File: config.mk
export PLATFORM = sky130hd
export DESIGN_NAME = link_silence_seq
export DESIGN_NICKNAME = d
export VERILOG_FILES = /design/src/rtl/lss_pkg.sv /design/src/rtl/lss_clamp.sv /design/src/rtl/lss_tick_timer.sv /design/src/rtl/link_silence_seq.sv
export SDC_FILE = /design/constraint.sdc
export NUM_CORES = 1
export LEC_CHECK = 0
export BUFFER_PORTS_ARGS = -buffer_cell sky130_fd_sc_hd__buf_2
export CAP_MARGIN = 20
export CORE_MARGIN = 2
export CORE_UTILIZATION = 35
export DETAILED_ROUTE_END_ITERATION = 8
export GPL_TIMING_DRIVEN = 0
export SKIP_CTS_REPAIR_TIMING = 1
export SYNTH_ARGS = -nofsm -noshare
export SYNTH_HDL_FRONTEND = slang
export SYNTH_SLANG_ARGS = --single-unit
File: constraint.sdc
create_clock -name clk -period 2.32 [get_ports clk]
set_input_delay 0.464 -clock clk [delete_from_list [all_inputs] [get_ports clk]]
set_output_delay 0.464 -clock clk [all_outputs]
set_load 0.1 [all_outputs]
File: src/rtl/lss_pkg.sv
package lss_pkg;
    typedef enum logic [1:0] {
        ST_SILENT   = 2'd0,
        ST_DISCOVER = 2'd1,
        ST_ACTIVE   = 2'd2
    } lss_state_e;
endpackage

File: src/rtl/lss_clamp.sv
// Maps a programmed value to its effective value: zero becomes one,
// anything above CAP becomes CAP.
module lss_clamp #(
    parameter int W   = 4,
    parameter int CAP = 12
) (
    input  logic [W-1:0] raw,
    output logic [W-1:0] eff
);
    localparam logic [W-1:0] CAP_V = W'(CAP);

    always_comb begin
        if (raw == '0)
            eff = W'(1);
        else if (raw > CAP_V)
            eff = CAP_V;
        else
            eff = raw;
    end
endmodule

File: src/rtl/lss_tick_timer.sv
// Counts service ticks in groups of PRE; expires on the tick that
// completes LIMIT groups. PRE == 1 drops the prescaler entirely.
module lss_tick_timer #(
    parameter int PRE = 410,
    parameter int CW  = 4
) (
    input  logic          clk,
    input  logic          rst_n,
    input  logic          clr,
    input  logic          run,
    input  logic          tick,
    input  logic [CW-1:0] limit,
    output logic          expire
);
    localparam int PW = (PRE > 1) ? $clog2(PRE) : 1;

    logic [CW-1:0] units_q;
    logic          pre_last;
    logic          step;

    assign step = run && tick;

    generate
        if (PRE > 1) begin : g_pre
            localparam logic [PW-1:0] PRE_TOP = PW'(PRE - 1);
            logic [PW-1:0] pre_q;
            always_ff @(posedge clk or negedge rst_n) begin
                if (!rst_n)
                    pre_q <= '0;
                else if (clr)
                    pre_q <= '0;
                else if (step)
                    pre_q <= (pre_q == PRE_TOP) ? '0 : pre_q + 1'b1;
            end
            assign pre_last = (pre_q == PRE_TOP);
        end else begin : g_nopre
            assign pre_last = 1'b1;
        end
    endgenerate

    always_ff @(posedge clk or negedge rst_n) begin
        if (!rst_n)
            units_q <= '0;
        else if (clr)
            units_q <= '0;
        else if (step && pre_last)
            units_q <= units_q + 1'b1;
    end

    assign expire = step && pre_last && (units_q == limit - 1'b1);
endmodule

File: src/rtl/link_silence_seq.sv
module link_silence_seq #(
    parameter int SIL_W    = 4,
    parameter int SIL_CAP  = 12,
    parameter int SIL_UNIT = 410,
    parameter int DISC_W   = 6,
    parameter int DISC_CAP = 63
) (
    input  logic              clk,
    input  logic              rst_n,
    input  logic              tick,
    input  logic [SIL_W-1:0]  sil_val,
    input  logic [DISC_W-1:0] disc_val,
    input  logic              restart,
    input  logic              disc_done,
    output logic              tx_en,
    output logic [1:0]        state,
    output logic              disc_timeout
);
    import lss_pkg::*;

    lss_state_e        st_q, st_d;
    logic              to_q, to_d;
    logic [SIL_W-1:0]  sil_eff;
    logic [DISC_W-1:0] disc_eff;
    logic              sil_exp, disc_exp;
    logic              in_sil, in_disc;

    assign in_sil  = (st_q == ST_SILENT);
    assign in_disc = (st_q == ST_DISCOVER);

    lss_clamp #(.W(SIL_W), .CAP(SIL_CAP)) u_sil_clamp (
        .raw(sil_val), .eff(sil_eff)
    );
    lss_clamp #(.W(DISC_W), .CAP(DISC_CAP)) u_disc_clamp (
        .raw(disc_val), .eff(disc_eff)
    );

    lss_tick_timer #(.PRE(SIL_UNIT), .CW(SIL_W)) u_sil_tmr (
        .clk(clk), .rst_n(rst_n),
        .clr(!in_sil || restart), .run(in_sil),
        .tick(tick), .limit(sil_eff), .expire(sil_exp)
    );
    lss_tick_timer #(.PRE(1), .CW(DISC_W)) u_disc_tmr (
        .clk(clk), .rst_n(rst_n),
        .clr(!in_disc || restart), .run(in_disc),
        .tick(tick), .limit(disc_eff), .expire(disc_exp)
    );

    // Next-state decision: restart first, then completion, then expiry.
    always_comb begin
        st_d = st_q;
        to_d = 1'b0;
        if (restart) begin
            st_d = ST_SILENT;
        end else begin
            unique case (st_q)
                ST_SILENT:   if (sil_exp) st_d = ST_DISCOVER;
                ST_DISCOVER: begin
                    if (disc_done) begin
                        st_d = ST_ACTIVE;
                    end else if (disc_exp) begin
                        st_d = ST_SILENT;
                        to_d = 1'b1;
                    end
                end
                ST_ACTIVE:   st_d = ST_ACTIVE;
                default:     st_d = ST_SILENT;
            endcase
        end
    end

    // State register.
    always_ff @(posedge clk or negedge rst_n) begin
        if (!rst_n) begin
            st_q <= ST_SILENT;
            to_q <= 1'b0;
        end else begin
            st_q <= st_d;
            to_q <= to_d;
        end
    end

    // Outputs.
    always_comb begin
        state        = st_q;
        disc_timeout = to_q;
        unique case (st_q)
            ST_SILENT:   tx_en = 1'b0;
            ST_DISCOVER: tx_en = 1'b1;
            ST_ACTIVE:   tx_en = 1'b1;
            default:     tx_en = 1'b0;
        endcase
    end
endmodule

* Word-level counts from Yosys, hierarchy flattened
Cells that the tools add are included.
Storage, ports and cells: register bits 22, input bits 15, output and inout bits 4, word-level logic and storage cells 57
Cells by class: add/subtract/negate cells 5, $lt $le $gt $ge 2, equal/unequal tests 7, multiplexer cells 21, reductions and logical operators 17
Operators with widths (number):
- 9-bit two-way mux | 3
- 6-bit two-way mux | 4
- 4-bit two-way mux | 4
- 9-bit by 1-bit adder with 9-bit output, second input constant | 1
- 9-bit equality test, second input constant | 1
- 2-bit two-way mux | 4
- 6-bit by 1-bit adder with 6-bit output, second input constant | 1
- 6-bit equality test | 1
- 6-bit greater-than comparator, second input constant | 1
- 6-bit logical NOT | 1
- 2-bit case mux with 3 select lines | 1
- 2-bit nonzero test | 3
- 6-bit by 1-bit subtractor with 6-bit output, second input constant | 1
- 1-bit logical AND | 5
- 1-bit two-way mux | 5
- 4-bit by 1-bit adder with 4-bit output, second input constant | 1
- 4-bit equality test | 1
- 4-bit greater-than comparator, second input constant | 1
- 4-bit logical NOT | 1
- 4-bit inequality test, second input constant | 1
- 4-bit by 1-bit subtractor with 4-bit output, second input constant | 1
- 3-bit inequality test, second input constant | 1
- 2-bit by 1-bit equality test with 1-bit output, second input constant | 1
- 2-bit equality test, second input constant | 1
- other kinds (5) | 7

* Logic depth before layout (Yosys ltp)
word-level depth 10, depth in mapped cells 10, gate-level depth less buffers 10

* Modules after synthesis
Synthesis repeated with hierarchy kept, for this count alone.
Second synthesis, totals: cells, all modules 165, area, all modules 1576.5 sq um
Modules (own cells, without submodules):
- lss_tick_timer at u_sil_tmr | times used 1, cells an instance 86, area each 865.8 sq um, seq. area each 325.3 sq um
- lss_tick_timer at u_disc_tmr | times used 1, cells an instance 48, area each 434.2 sq um, seq. area each 150.1 sq um
- link_silence_seq | times used 1, cells an instance 19, area each 203.9 sq um, seq. area each 75.1 sq um
- lss_clamp at u_disc_clamp | times used 1, cells an instance 7, area each 40.0 sq um, seq. area each 0.0 sq um
- lss_clamp at u_sil_clamp | times used 1, cells an instance 5, area each 32.5 sq um, seq. area each 0.0 sq um

* Least setup slack after synthesis
OpenSTA, ideal clock, no wires.
kind input port to flip-flop, start point input port disc_val[1], end point register st_q[1], in the netlist state[1], setup time 0.123 ns, data arrival time 2.575 ns, data required time 2.197 ns, slack -0.378 ns, stages 10, path buffers 0, cell sequence or4_4 -> nor2_1 -> nor2_1 -> ha_1 -> xnor2_1 -> a2111oi_0 -> mux2i_1 -> o31ai_4 -> o21ai_1 -> a32o_1
Between the ends: longest elaborated chain between the ends 8, elaborated cells between the ends (all ways) 9, those cells by class add/sub (1); order compare (1); eq/ne (2); mux (2); reduce/logical (3)
RTL lines:
- start, declared | RTL line link_silence_seq.sv:12 | input logic [DISC_W-1:0] disc_val,
- 6-bit greater-than comparator | RTL line lss_clamp.sv:15 | else if (raw > CAP_V)
- 6-bit two-way mux | RTL line lss_clamp.sv:15
- 6-bit two-way mux * | RTL line lss_clamp.sv:13 | if (raw == '0)
- 6-bit by 1-bit subtractor with 6-bit output * | RTL line lss_tick_timer.sv:50 | assign expire = step && pre_last && (units_q == limit - 1'b1);
- 6-bit equality test * | RTL line lss_tick_timer.sv:50
- 1-bit logical AND * | RTL line lss_tick_timer.sv:50
- 4-bit inequality test (no source line) *
- 2-bit AND reduction (no source line) *
- end signal, assigned | RTL line link_silence_seq.sv:78 | st_q <= st_d;
- end, declared | RTL line link_silence_seq.sv:21 | lss_state_e st_q, st_d;
Mark *: on every way between the ends. The rest lies on a longest branch, timed or not. A chain may end at the register's enable or synchronous reset.

* Worst setup path after layout
Ends and elaborated chain as after synthesis.

==> results_dict.tcl <==
set metrics [dict create \
    outcome "finished with violations" \
    violations "negative setup slack" \
    start_kind "input port" \
    highest_layer "met4" \
    vias 1186 \
    hold_viol 0 \
    skew_ns 0.00761 \
    wl_met3_um 85 \
    ys.flop_type "dfrtp_1" \
    yosysWarnings 0 \
    grt_max_degree 23 \
    grtUsageTotal_pct 12.1 \
    core_um2 4030 \
    slew_headroom_pct 61.9 \
    antenna_found_initial 0 \
    overflow 0 \
    yosysTopAreaCell "dfrtp_1" \
    clock_latency_ns 0.26 \
    dr.pass1.iters 4 \
    dp_hpwl_um 2100 \
    die_h_um 69.1 \
    synth_seq_cells 22 \
    clock-sinks 22 \
    nets 211 \
    clkTransAtPathRegs_ns 0.08 \
    synth_seq_area_share_pct 37.1 \
    cts_root_buffer "clkbuf_8" \
    diodes 0 \
    pwr_density_cell_nw_per_um2 436 \
    die_area_um2 4780 \
    synth_edf_count 0 \
    dp.cells 231 \
    grt_pass1_vias 1117 \
    dr.first_iter.drc_count 57 \
    synth_area_per_cell_um2 8.99 \
    period_minus_slack_ns 2.52 \
    syn_area_um2 1480 \
    setup_violations 3 \
    synth_cell_type_count 40 \
    cts_tree "done" \
    syn_inst 165 \
    io_buffers 16 \
    ir_drop_uv 273 \
    ioPinCount 19 \
    wl_per_cell_um 11.9 \
    syn_nets 188 \
    rows 23 \
    synth_area_leaders "dfrtp_1, xor2_1, ha_1" \
    cts_buffers 3 \
    wl_met2_um 1350 \
    crit_path_end_kind "flip-flop" \
    p_leak_uw 0.000757 \
    hold_class "in -> async" \
    cp_max_fo 3 \
    grt_pass1_wl_um 4800 \
    crit_type "in -> reg" \
    area_delta_synth_final_pct 17.7 \
    vias_per_cell 5.00 \
    timing.hold.ws_ns 0.162 \
    clk_path_buf_depth 2 \
    worst_slew_pin_slew_ns 0.568 \
    drive_above_1_share_pct 19.8 \
    timing.reg2reg.setup_slack_ns 0.08 \
    synth_top_area_share_pct 37.1 \
    async_flop_share_pct 100 \
    cts_htree_levels 1 \
    slew_violations 0 \
    layout_worst_path_cycle_share_pct 109 \
    remaining_drc_errors 0 \
    final_cell_count_no_fill 237 \
    wl_met1_um 1360 \
    required_ns 2.48 \
    initial_utilization_pct 36.8 \
    finalCoreUtilization_pct 43.4 \
    rsz0062_at_grt "yes" \
    cap_viol_max_count 0 \
    postRouteWirelength_um 2820 \
    arrival_ns 2.68 \
    die_width_um 69.1 \
    gp_congestion 0.737 \
    ant_nets 0 \
    layout_setup_ws_ns -0.200 \
    clock.fmax_mhz 397 \
]
==> cells in the mapped netlist (all sizes together) (2+ instances only) <==
library cell  instances
nand2                10
xnor2                 4
or3                   3
nand2b                4
a31oi                 2
xor2                 17
or2                   2
nor3                  3
clkbuf                6
nand4                 8
o31ai                 2
nor2                 26
ha                    8
inv                   6
o21bai                2
a2111oi               2
dfrtp                22
mux2i                 4
o21ai                 7
nand3                 2
and3                  2
nor2b                 2
a21oi                 6
nand4b                2
==> final cells by class <==
cell class / instances / area, um^2
plain buffers: 7 / 27.5
fillers: 411 / 2280
multi-input cells: 130 / 917
flip-flops and latches: 22 / 552
well taps: 50 / 62.6
repair buffers: 18 / 110
inverters: 6 / 22.5
clock buffers: 4 / 55.1
==> placed cells by master, fill, tap and decap left out, types with 2 or more instances in the layout <==
| cell | n |
|---|---|
| a21oi_1 | 5 |
| a2111oi_2 | 2 |
| or2_2 | 2 |
| xor2_1 | 17 |
| clkbuf_1 | 6 |
| and3_1 | 2 |
| nand2_1 | 10 |
| nand4_1 | 8 |
| buf_2 | 14 |
| nand4b_1 | 2 |
| nand3_1 | 2 |
| nor2b_1 | 2 |
| clkbuf_8 | 4 |
| ha_1 | 7 |
| o21ai_0 | 5 |
| inv_1 | 6 |
| a31oi_1 | 2 |
| buf_4 | 3 |
| dfrtp_1 | 21 |
| mux2i_1 | 4 |
| buf_6 | 2 |
| xnor2_1 | 3 |
| nor2_1 | 25 |
| nor3_1 | 2 |
| o21bai_1 | 2 |
| or3_1 | 3 |
| nand2b_1 | 4 |
==> sequential cells by signal, summed over array words and instances (netlist names) <==
| signal | cells |
|---|---|
| state | 2 |
| u_sil_tmr.units_q | 4 |
| disc_timeout | 1 |
| u_sil_tmr.g_pre.pre_q | 9 |
| u_disc_tmr.units_q | 6 |
==> where the power goes <==
part | internal, uW | switching, uW
Sequential | 387 | 6.01
Combinational | 41.2 | 54.5
Clock | 151 | 122
Total | 579 | 183
==> metrics by stage <==
stage,TNS (ns),instance area (um^2),worst slack [ns],total power (uW)
after floorplan,-0.757,1490,-0.305,454
after global placement,-1.49,1630,-0.575,490
after detailed placement,-1.54,1630,-0.573,490
after CTS,-0.696,1690,-0.286,769
after global routing,-0.947,1750,-0.339,800
final,-0.526,1750,-0.200,762
==> worst max-delay path, cell delays in order <==
cell	delay, ns
buf_6	0.09
or4_4	0.53
nor2_2	0.09
nor2_1	0.04
ha_1	0.32
xnor2_2	0.16
a2111oi_2	0.24
mux2i_1	0.20
o31ai_4	0.24
o21ai_1	0.10
a32o_1	0.21
==> worst paths after layout <==
path | from | to | cells after the start
setup / recovery | disc_val[1] | state[1] | 11
hold / removal | rst_n | u_disc_tmr.units_q[5] | 1
setup reg to reg | state[1] | state[1] | 8
hold reg to reg | u_sil_tmr.g_pre.pre_q[8] | u_sil_tmr.g_pre.pre_q[8] | 1
max in group asynchronous | rst_n | state[1] | 1
min in group clk | disc_done | disc_timeout | 2
==> cell families (layout without fill, tap and decap cells) <==
logic type	Yosys count	in the layout	share of synthesized area, %
AOI/OAI and AO/OA	27	27	12.9
buffers and inverters	13	35	3.37
muxes	4	4	2.70
DFF	22	22	37.1
adders and majority gates	8	8	6.75
xor gates and xnor gates	21	21	12.4
and+or+nand+nor	70	70	24.8
==> per-layer routing <==
layer / track usage [%] / vias to the layer above
li1: - / 620
met1: 16.4 / 549
met2: 19.0 / 13
met3: 3.22 / 4
met4: 3.27 / 0
met5: 0 / -
Note: power is estimated with default switching activity, not from simulation.
